[config.mk]
export PLATFORM = sky130hd
export DESIGN_NAME = cal_clock_top
export DESIGN_NICKNAME = d
export VERILOG_FILES = /design/src/rtl/cal_pkg.sv /design/src/rtl/cal_regif.sv /design/src/rtl/cal_tod_cnt.sv /design/src/rtl/cal_date_cnt.sv /design/src/rtl/cal_clock_top.sv
export SDC_FILE = /design/constraint.sdc
export NUM_CORES = 1
export LEC_CHECK = 0
export ABC_AREA = 1
export BUFFER_PORTS_ARGS = -buffer_cell sky130_fd_sc_hd__buf_2
export CAP_MARGIN = 20
export CORE_MARGIN = 3
export CORE_UTILIZATION = 49
export CTS_CLUSTER_DIAMETER = 50
export DETAILED_ROUTE_END_ITERATION = 8
export HOLD_SLACK_MARGIN = 0.08
export PLACE_DENSITY_LB_ADDON = 0.1
export SLEW_MARGIN = 20
export SYNTH_ARGS = -nofsm -noshare
export SYNTH_HDL_FRONTEND = slang
export SYNTH_SLANG_ARGS = --single-unit
[constraint.sdc]
create_clock -name clk -period 3.3 [get_ports clk]
set_clock_uncertainty 0.2 [all_clocks]
set_input_delay 0.66 -clock clk [delete_from_list [all_inputs] [get_ports clk]]
set_output_delay 0.66 -clock clk [all_outputs]
set_load 0.005 [all_outputs]
[src/rtl/cal_pkg.sv]
package cal_pkg;

    localparam int DATA_W = 32;
    localparam int SEC_W  = 6;
    localparam int MIN_W  = 6;
    localparam int HR_W   = 5;
    localparam int DOM_W  = 5;
    localparam int WD_W   = 3;
    localparam int MON_W  = 4;
    localparam int YEAR_W = 12;

    localparam int OFS_TSET  = 'h00;
    localparam int OFS_DSET  = 'h04;
    localparam int OFS_YEAR  = 'h08;
    localparam int OFS_CTIME = 'h10;
    localparam int OFS_CDATE = 'h14;

    localparam int BIT_FREEZE  = 24;
    localparam int BIT_CAPTURE = 25;
    localparam int N_SETREG    = 2;

    localparam logic [SEC_W-1:0] SEC_LAST = SEC_W'(59);
    localparam logic [MIN_W-1:0] MIN_LAST = MIN_W'(59);
    localparam logic [HR_W-1:0]  HR_LAST  = HR_W'(23);
    localparam logic [WD_W-1:0]  WD_LAST  = WD_W'(7);
    localparam logic [MON_W-1:0] MON_LAST = MON_W'(12);

    typedef struct packed {
        logic [HR_W-1:0]  hr;
        logic [MIN_W-1:0] mn;
        logic [SEC_W-1:0] sc;
    } tod_t;

    typedef struct packed {
        logic [MON_W-1:0] mon;
        logic [WD_W-1:0]  wd;
        logic [DOM_W-1:0] dom;
    } mdw_t;

    typedef struct packed {
        logic [YEAR_W-1:0] yr;
        mdw_t              md;
    } cal_t;

    function automatic logic [DOM_W-1:0] month_len(logic [MON_W-1:0] mon,
                                                   logic [YEAR_W-1:0] yr);
        logic [DOM_W-1:0] n;
        case (mon)
            MON_W'(2):  n = (yr[1:0] == 2'b00) ? DOM_W'(29) : DOM_W'(28);
            MON_W'(4), MON_W'(6), MON_W'(9), MON_W'(11): n = DOM_W'(30);
            default:    n = DOM_W'(31);
        endcase
        return n;
    endfunction

    function automatic tod_t tod_from_set(logic [DATA_W-1:0] w);
        tod_t t;
        t.hr = w[20:16];
        t.mn = w[13:8];
        t.sc = w[5:0];
        return t;
    endfunction

    function automatic mdw_t mdw_from_set(logic [DATA_W-1:0] w);
        mdw_t d;
        d.mon = w[19:16];
        d.wd  = w[10:8];
        d.dom = w[4:0];
        return d;
    endfunction

    function automatic logic [DATA_W-1:0] tod_word(tod_t t);
        logic [DATA_W-1:0] w;
        w        = '0;
        w[20:16] = t.hr;
        w[13:8]  = t.mn;
        w[5:0]   = t.sc;
        return w;
    endfunction

    function automatic logic [DATA_W-1:0] cal_word(cal_t c);
        logic [DATA_W-1:0] w;
        w        = '0;
        w[27:24] = c.md.mon;
        w[23:21] = c.md.wd;
        w[20:16] = c.md.dom;
        w[11:0]  = c.yr;
        return w;
    endfunction

endpackage

[src/rtl/cal_regif.sv]
module cal_regif
    import cal_pkg::*;
#(
    parameter int ADDR_W = 8
) (
    input  logic              clk,
    input  logic              rst,
    input  logic              bus_we,
    input  logic [ADDR_W-1:0] bus_addr,
    input  logic [DATA_W-1:0] bus_wdata,
    output logic              ld_time,
    output logic              ld_date,
    output logic              ld_year,
    output tod_t              time_val,
    output mdw_t              date_val,
    output logic [YEAR_W-1:0] year_val,
    output logic              paused
);

    logic [N_SETREG-1:0] hit;
    logic [N_SETREG-1:0] cap;
    logic [N_SETREG-1:0] frz;

    assign hit[0] = bus_we && (bus_addr == ADDR_W'(OFS_TSET));
    assign hit[1] = bus_we && (bus_addr == ADDR_W'(OFS_DSET));

    for (genvar c = 0; c < N_SETREG; c++) begin : g_chan
        logic frz_q;
        logic cap_q;
        always_ff @(posedge clk) begin
            if (rst) begin
                frz_q <= 1'b0;
                cap_q <= 1'b0;
            end else if (hit[c]) begin
                frz_q <= bus_wdata[BIT_FREEZE];
                cap_q <= bus_wdata[BIT_CAPTURE];
            end
        end
        assign frz[c] = frz_q;
        assign cap[c] = hit[c] && bus_wdata[BIT_FREEZE] && bus_wdata[BIT_CAPTURE] && !cap_q;
    end

    assign ld_time  = cap[0];
    assign ld_date  = cap[1];
    assign ld_year  = bus_we && (bus_addr == ADDR_W'(OFS_YEAR));
    assign time_val = tod_from_set(bus_wdata);
    assign date_val = mdw_from_set(bus_wdata);
    assign year_val = bus_wdata[YEAR_W-1:0];
    assign paused   = |frz;

endmodule

[src/rtl/cal_tod_cnt.sv]
module cal_tod_cnt
    import cal_pkg::*;
(
    input  logic clk,
    input  logic rst,
    input  logic adv,
    input  logic ld,
    input  tod_t ld_val,
    output tod_t tod,
    output logic day_carry
);

    tod_t tod_q;

    logic sc_end;
    logic mn_end;
    logic hr_end;

    assign sc_end = (tod_q.sc >= SEC_LAST);
    assign mn_end = (tod_q.mn >= MIN_LAST);
    assign hr_end = (tod_q.hr >= HR_LAST);

    always_ff @(posedge clk) begin
        if (rst) begin
            tod_q <= '0;
        end else if (ld) begin
            tod_q <= ld_val;
        end else if (adv) begin
            if (sc_end) begin
                tod_q.sc <= '0;
                if (mn_end) begin
                    tod_q.mn <= '0;
                    tod_q.hr <= hr_end ? '0 : tod_q.hr + 1'b1;
                end else begin
                    tod_q.mn <= tod_q.mn + 1'b1;
                end
            end else begin
                tod_q.sc <= tod_q.sc + 1'b1;
            end
        end
    end

    assign tod       = tod_q;
    assign day_carry = adv && !ld && sc_end && mn_end && hr_end;

endmodule

[src/rtl/cal_date_cnt.sv]
module cal_date_cnt
    import cal_pkg::*;
(
    input  logic              clk,
    input  logic              rst,
    input  logic              inc,
    input  logic              ld_date,
    input  mdw_t              date_val,
    input  logic              ld_year,
    input  logic [YEAR_W-1:0] year_val,
    output cal_t              cal
);

    cal_t cal_q;

    logic month_end;
    logic year_end;

    assign month_end = (cal_q.md.dom >= month_len(cal_q.md.mon, cal_q.yr));
    assign year_end  = month_end && (cal_q.md.mon >= MON_LAST);

    always_ff @(posedge clk) begin
        if (rst) begin
            cal_q.md.dom <= DOM_W'(1);
            cal_q.md.mon <= MON_W'(1);
            cal_q.md.wd  <= WD_W'(1);
        end else if (ld_date) begin
            cal_q.md <= date_val;
        end else if (inc) begin
            cal_q.md.wd <= (cal_q.md.wd >= WD_LAST) ? WD_W'(1) : cal_q.md.wd + 1'b1;
            if (month_end) begin
                cal_q.md.dom <= DOM_W'(1);
                cal_q.md.mon <= (cal_q.md.mon >= MON_LAST) ? MON_W'(1) : cal_q.md.mon + 1'b1;
            end else begin
                cal_q.md.dom <= cal_q.md.dom + 1'b1;
            end
        end
    end

    always_ff @(posedge clk) begin
        if (rst) begin
            cal_q.yr <= '0;
        end else if (ld_year) begin
            cal_q.yr <= year_val;
        end else if (inc && !ld_date && year_end) begin
            cal_q.yr <= cal_q.yr + 1'b1;
        end
    end

    assign cal = cal_q;

endmodule

[src/rtl/cal_clock_top.sv]
module cal_clock_top
    import cal_pkg::*;
#(
    parameter int ADDR_W = 8
) (
    input  logic              clk,
    input  logic              rst,
    input  logic              tick_1s,
    input  logic              bus_we,
    input  logic [ADDR_W-1:0] bus_addr,
    input  logic [31:0]       bus_wdata,
    output logic [31:0]       bus_rdata
);

    logic              ld_time;
    logic              ld_date;
    logic              ld_year;
    tod_t              time_val;
    mdw_t              date_val;
    logic [YEAR_W-1:0] year_val;
    logic              paused;
    logic              adv;
    logic              day_inc;
    tod_t              tod_q;
    cal_t              cal_q;

    cal_regif #(.ADDR_W(ADDR_W)) u_regif (
        .clk      (clk),
        .rst      (rst),
        .bus_we   (bus_we),
        .bus_addr (bus_addr),
        .bus_wdata(bus_wdata),
        .ld_time  (ld_time),
        .ld_date  (ld_date),
        .ld_year  (ld_year),
        .time_val (time_val),
        .date_val (date_val),
        .year_val (year_val),
        .paused   (paused)
    );

    assign adv = tick_1s && !paused && !ld_time && !ld_date;

    cal_tod_cnt u_tod (
        .clk      (clk),
        .rst      (rst),
        .adv      (adv),
        .ld       (ld_time),
        .ld_val   (time_val),
        .tod      (tod_q),
        .day_carry(day_inc)
    );

    cal_date_cnt u_date (
        .clk     (clk),
        .rst     (rst),
        .inc     (day_inc),
        .ld_date (ld_date),
        .date_val(date_val),
        .ld_year (ld_year),
        .year_val(year_val),
        .cal     (cal_q)
    );

    always_comb begin
        if (bus_addr == ADDR_W'(OFS_CTIME)) begin
            bus_rdata = tod_word(tod_q);
        end else if (bus_addr == ADDR_W'(OFS_CDATE)) begin
            bus_rdata = cal_word(cal_q);
        end else begin
            bus_rdata = '0;
        end
    end

endmodule

## After elaboration in Yosys (flattened, before gate mapping)

Cells that the tools add are included.

- Output and inout bits: 32
- Bits in registers: 45
- Input port bits: 44

- Reduce and logical (&&, ||, !) cells: 37
- Add/subtract/negate cells: 7
- Mux-type cells: 19
- Magnitude comparators: 6
- Equality and inequality tests: 9

Operators with widths:

| operator | number |
|---|---|
| 28-bit 2-to-1 mux | 2 |
| 12-bit 2-to-1 mux | 4 |
| 17-bit 2-to-1 mux | 2 |
| 1-bit logical AND | 19 |
| 8-bit by 5-bit == test with 1-bit output, second input constant | 2 |
| 5-bit 2-to-1 mux | 3 |
| 12-bit by 1-bit adder with 12-bit output, second input constant | 1 |
| 6-bit by 1-bit adder with 6-bit output, second input constant | 2 |
| 6-bit >= comparator, second input constant | 2 |
| 6-bit 2-to-1 mux | 2 |
| 2-bit nonzero test | 6 |
| 11-bit 2-to-1 mux | 1 |
| 5-bit by 1-bit adder with 5-bit output, second input constant | 2 |
| 5-bit case mux with 2 select lines | 1 |
| 4-bit by 3-bit == test with 1-bit output, second input constant | 2 |
| 4-bit == test, second input constant | 2 |
| 8-bit by 3-bit == test with 1-bit output, second input constant | 1 |
| 8-bit by 4-bit == test with 1-bit output, second input constant | 1 |
| 8-bit logical NOT | 1 |
| 4-bit 2-to-1 mux | 2 |
| 5-bit >= comparator | 1 |
| 5-bit >= comparator, second input constant | 1 |
| 1-bit logical NOT | 5 |
| 4-bit by 1-bit adder with 4-bit output, second input constant | 1 |
| 11 further kinds | 12 |

## Depth between registers and ports, before layout

- Word-level depth: 16
- Mapped depth: 17
- Mapped depth without buffers: 17

## Cells and area by module

A second synthesis with hierarchy kept.

- Cell total of the unflattened synthesis: 617
- Area total of the unflattened synthesis: 3,933.8 sq um

Modules (own cells, without submodules):

| module | cells an instance | times used | area an instance (sq um) |
|---|---|---|---|
| cal_date_cnt | 248 | 1 | 1,637.8 |
| cal_tod_cnt | 188 | 1 | 1,153.6 |
| cal_regif | 81 | 1 | 571.8 |
| cal_clock_top | 100 | 1 | 570.5 |

## Worst setup path before layout

OpenSTA, ideal clock, no wires.

- Path type: reg-to-reg
- From: register u_date.cal[8] (netlist name)
- To: register u_date.cal[19] (netlist name)
- Path buffers: 1
- Path slack: 794 ps
- Clock period less this slack: 2,506 ps
- Cell stages (with the launch flop): 16
- Arrival: 2,194 ps
- Library setup time: 112 ps
- Cell sequence: dfxtp_1 > inv_1 > ha_1 > nor3b_1 > a21oi_1 > ha_1 > inv_1 > nand2_1 > a21oi_1 > nor2_1 > nand2_1 > nor2_1 > nand2_8 > buf_6 > a21oi_2 > nor2_1

- Longest elaborated chain between the ends: 7
- Elaborated cells between the ends (all ways): 12

RTL lines:

| what | line | RTL |
|---|---|---|
| 4-bit by 3-bit == test with 1-bit output or 4-bit == test (tied branches) | cal_pkg.sv:48 | `case (mon)` |
| 4-bit OR reduction | cal_pkg.sv:48 |  |
| 5-bit case mux with 2 select lines | cal_pkg.sv:48 |  |
| 5-bit >= comparator | cal_date_cnt.sv:19 | `assign month_end = (cal_q.md.dom >= month_len(cal_q.md.mon, cal_q.yr));` |
| 1-bit logical AND (*) | cal_date_cnt.sv:20 | `assign year_end = month_end && (cal_q.md.mon >= MON_LAST);` |
| 1-bit logical AND (*) | cal_date_cnt.sv:45 | `end else if (inc && !ld_date && year_end) begin` |
| 2-bit nonzero test (no line) (*) | - |  |

Every way passes the cells marked *; elsewhere a longest branch is shown, timed or not.
A chain may end at the register's enable or synchronous reset.

## Worst setup path after layout

- From: input bus_addr[5]
- To: output bus_rdata[3]

- Longest elaborated chain between the ends: 3
- Elaborated cells between the ends (all ways): 4

RTL lines:

| what | line | RTL |
|---|---|---|
| start: declaration | cal_clock_top.sv:10 | `input logic [ADDR_W-1:0] bus_addr,` |
| 8-bit by 5-bit == test with 1-bit output | cal_clock_top.sv:68 | `end else if (bus_addr == ADDR_W'(OFS_CDATE)) begin` |
| 28-bit 2-to-1 mux | cal_clock_top.sv:68 |  |
| 28-bit 2-to-1 mux (*) | cal_clock_top.sv:66 | `if (bus_addr == ADDR_W'(OFS_CTIME)) begin` |
| end: declaration | cal_clock_top.sv:12 | `output logic [31:0] bus_rdata` |

Marks and branches as above.

==> out/metrics.csv <==
stage;metric;value;unit
routing;antenna-violating nets left;0;
die;Die Ht;90.27;um
final_layout;count of non-filler cells in the finished layout;684;
power;Internal;0.7384;mW
setup_path;R2R Path End;u_date.cal[18]$_SDFFE_PP0P_;
power;pwr dens;255.7;nW/um2
power;sw frac;25.39;%
synth;Ys Warns;0;
die;die outline width;90.27;um
flow_run;Max-Cap Viols;0;
final_layout;Final nets;646;
routing;WL final;9418;um
final_layout;Syn-to-layout area delta;11.25;%
clock_network;clock sinks;45;
die;Die ar.;8149;um2
synth;Synth async-reset ratio;0;%
clock_network;TritonCTS clock tree;done;
routing;Initial DRT Pass Iterations;4;
clock_network;Clock Root Buffer;clkbuf_8;
clock_network;number of buffers created by CTS;5;
final_layout;fillcell total;714;
clock_network;Post-CTS Setup Bufs;0;
sta;min Tclk post-route;3.040;ns
synth;#FFs+latches synth;45;
power;combinational share of power;8.5;%
sta;Fmax;328.9;MHz
final_layout;ant diodes;0;
worst_hold_path;WHS Path Cells;2;
clock_network;clock buffer depth;2;
sta;Slew HR;53.58;%
global_route;largest net degree at the start of global routing;31;
global_route;initial antenna violation count;0;
setup_path;Startpoint Class;input port;
placement;Final GP Congestion;0.8708;
final_layout;final core occ;56.67;%
routing;drt drc;0;
die;I/O Pins;76;
clock_network;H-Tree Level Count;2;
synth;dominant synthesized flop cell;dfxtp_1;
sta;post-route clock period utilization;92.13;%
die;core box area;6832;um2
global_route;GRT overflow;0;
sta;crit path setup slack, layout;0.2598;ns
routing;wire per inst;13.77;um
sta;RSZ-0062 raised after global routing;false;
sta;Tightest Pin Transition;0.6956;ns
setup_path;CP endpoint kind;primary output;
placement;Port Buffers;58;
setup_path;crit path DAT;2.18;ns
synth;post-synth cell types;39;
clock_network;Hold Buf Count CTS;0;
sta;Final setup viols;0;
clock_network;CTS resizes;0;
global_route;GRT Total Usage;23.43;%
worst_hold_path;hold_sp;u_date.cal[21]$_SDFFE_PP0P_;
synth;Synth top area share;25.89;%
placement;dpl ws;0.3417;ns
setup_path;R2R setup slack;0.44;ns
sta;Final Hold Fails;0;
setup_path;Required @ worst endpoint;2.44;ns
routing;Initial DRC Count;230;
power;Flop pwr share;55.3;%
power;Max rail drop VDD;0.1299;mV
synth;syn_area_per_cell;6.456;um2
power;Switch Pwr;0.2513;mW
clock_network;worst skew pair latency;0.30;ns
synth;Synth Instances;539;
worst_hold_path;Hold Path End;u_date.cal[21]$_SDFFE_PP0P_;
sta;Sum Neg Setup Slack;0;ns
routing;Vias;3592;
status;status;completed;
synth;Seq/Total Area, Yosys;25.89;%
worst_hold_path;worst min-delay path category;reg2reg;
clock_network;clock transition at the registers of the reported paths;0.09;ns
global_route;first-pass GRT wire length;15570;um
synth;top post-synthesis cells by area;dfxtp_1 26%, nand2_1 10%, nand3_1 8.8%, inv_1 7.1%, nor2_1 6.6%;
synth;Synth area leader;dfxtp_1;
power;power share of the clock group;36.3;%
synth;Post-Syn Area;3480;um2
routing;via/cell ratio;5.251;
synth;EDFF count, synth;0;
die;placement row count;30;
global_route;vias in the first global route;3232;
placement;Inst Count DP;677;
sta;Slew Limit Fails;0;
die;Starting Density;50.93;%
power;leak pwr;1.809;nW
setup_path;reg2reg path depth;15;
placement;DPL Wire Length;7101;um
setup_path;crit path kind;in2out;
setup_path;reg2reg start;u_date.cal[8]$_SDFFE_PP1P_;
final_layout;share of layout cells above drive strength 1;17.52;%
setup_path;critical path fanouts, max;12;
==> state kept, by name, summed over array words and instances, names as in the netlist <==
name and count:
u_date.cal 24, u_regif.g_chan.cap_q 2, u_regif.g_chan.frz_q 2, u_tod.tod 17
==> how the worst max path moves through the flow <==
stage,start,cells past startpoint,endpoint,slack (ns)
floorplan,u_date.cal[8]$_SDFFE_PP1P_,15,u_date.cal[19]$_SDFFE_PP0P_,0.79
global route,u_date.cal[8]$_SDFFE_PP1P_,16,u_date.cal[14]$_SDFFE_PP0P_,0.12
detailed placement,bus_addr[5],8,bus_rdata[3],0.34
finish,bus_addr[5],8,bus_rdata[3],0.26
global placement,bus_addr[5],8,bus_rdata[3],0.36
CTS,bus_addr[5],8,bus_rdata[3],0.33
==> metrics by stage <==
stage	hold slack [ns]	cell area, um2	power [mW]
2_1_floorplan	0.2582	3498	0.6093
3_3_place_gp	0.2698	3785	0.6416
3_5_place_dp	0.2821	3785	0.6425
4_1_cts	0.2947	3871	0.9951
5_1_grt	0.3260	3871	1.033
6_report	0.2959	3871	0.9897
==> worst max-delay path, stage by stage <==
cell     delay, ns
buf_2         0.11
nor2_2        0.11
nand2_2       0.08
nor2_1        0.16
buf_4         0.20
nand2_1       0.32
o22ai_1       0.37
buf_2         0.17
==> layout by cell type (no fill, tap or decap), drive strengths merged <==
| master | instances |
|---|---|
| nand4 | 4 |
| nor3b | 3 |
| conb | 6 |
| or2 | 3 |
| a22o | 1 |
| xor2 | 12 |
| o21a | 1 |
| clkbuf | 7 |
| ha | 14 |
| nor2 | 70 |
| o22ai | 10 |
| nor3 | 7 |
| o21ai | 50 |
| a31o | 1 |
| dfxtp | 45 |
| nand3 | 61 |
| buf | 60 |
| nand2 | 109 |
| a21oi | 43 |
| xnor2 | 2 |
| o211ai | 2 |
| a211oi | 2 |
| a31oi | 1 |
| inv | 73 |
| and2 | 1 |
==> synthesized netlist by cell type, drive strengths merged, types with 9 or more instances <==
| library cell | count |
|---|---|
| a21oi | 43 |
| buf | 14 |
| clkbuf | 9 |
| dfxtp | 45 |
| ha | 14 |
| inv | 73 |
| nand2 | 109 |
| nand3 | 61 |
| nor2 | 70 |
| o21ai | 50 |
| o22ai | 10 |
| xor2 | 12 |
==> power groups by stage <==
stage / registers [mW] / clock network [mW] / logic [mW]
6_report: 0.547 / 0.359 / 0.0839
5_1_grt: 0.547 / 0.393 / 0.0928
4_1_cts: 0.547 / 0.365 / 0.0831
3_5_place_dp: 0.560 / 0 / 0.0828
3_3_place_gp: 0.560 / 0 / 0.0818
2_1_floorplan: 0.559 / 0 / 0.0502
==> cell families after synthesis <==
family          synth area share [%]
fa+ha+maj                      5.034
buf+inv                        11.87
simple gates                   36.21
flops                          25.89
other cells                   0.1078
xor+xnor                       3.524
compound gates                 17.37
==> layer usage <==
metal / track usage, % / vias to the layer above / routed length, um
met1: 32.46 / 1636 / 4385
met4: 7.015 / 0 / 163
met2: 37.46 / 97 / 4316
met5: 0 / - / 0
met3: 3.833 / 14 / 552
li1: - / 1845 / -
==> layout make-up <==
cell class / instances / area [um2] / area share [%]
Multi-Input combinational cell: 403 / 2185 / 56.43
Inverter: 73 / 274.0 / 7.078
Timing Repair Buffer: 60 / 305.3 / 7.886
Sequential cell: 45 / 900.9 / 23.27
Tap cell: 96 / 120.1 / 3.103
Clock buffer: 7 / 86.33 / 2.230
(Power assumes the default switching activity.)
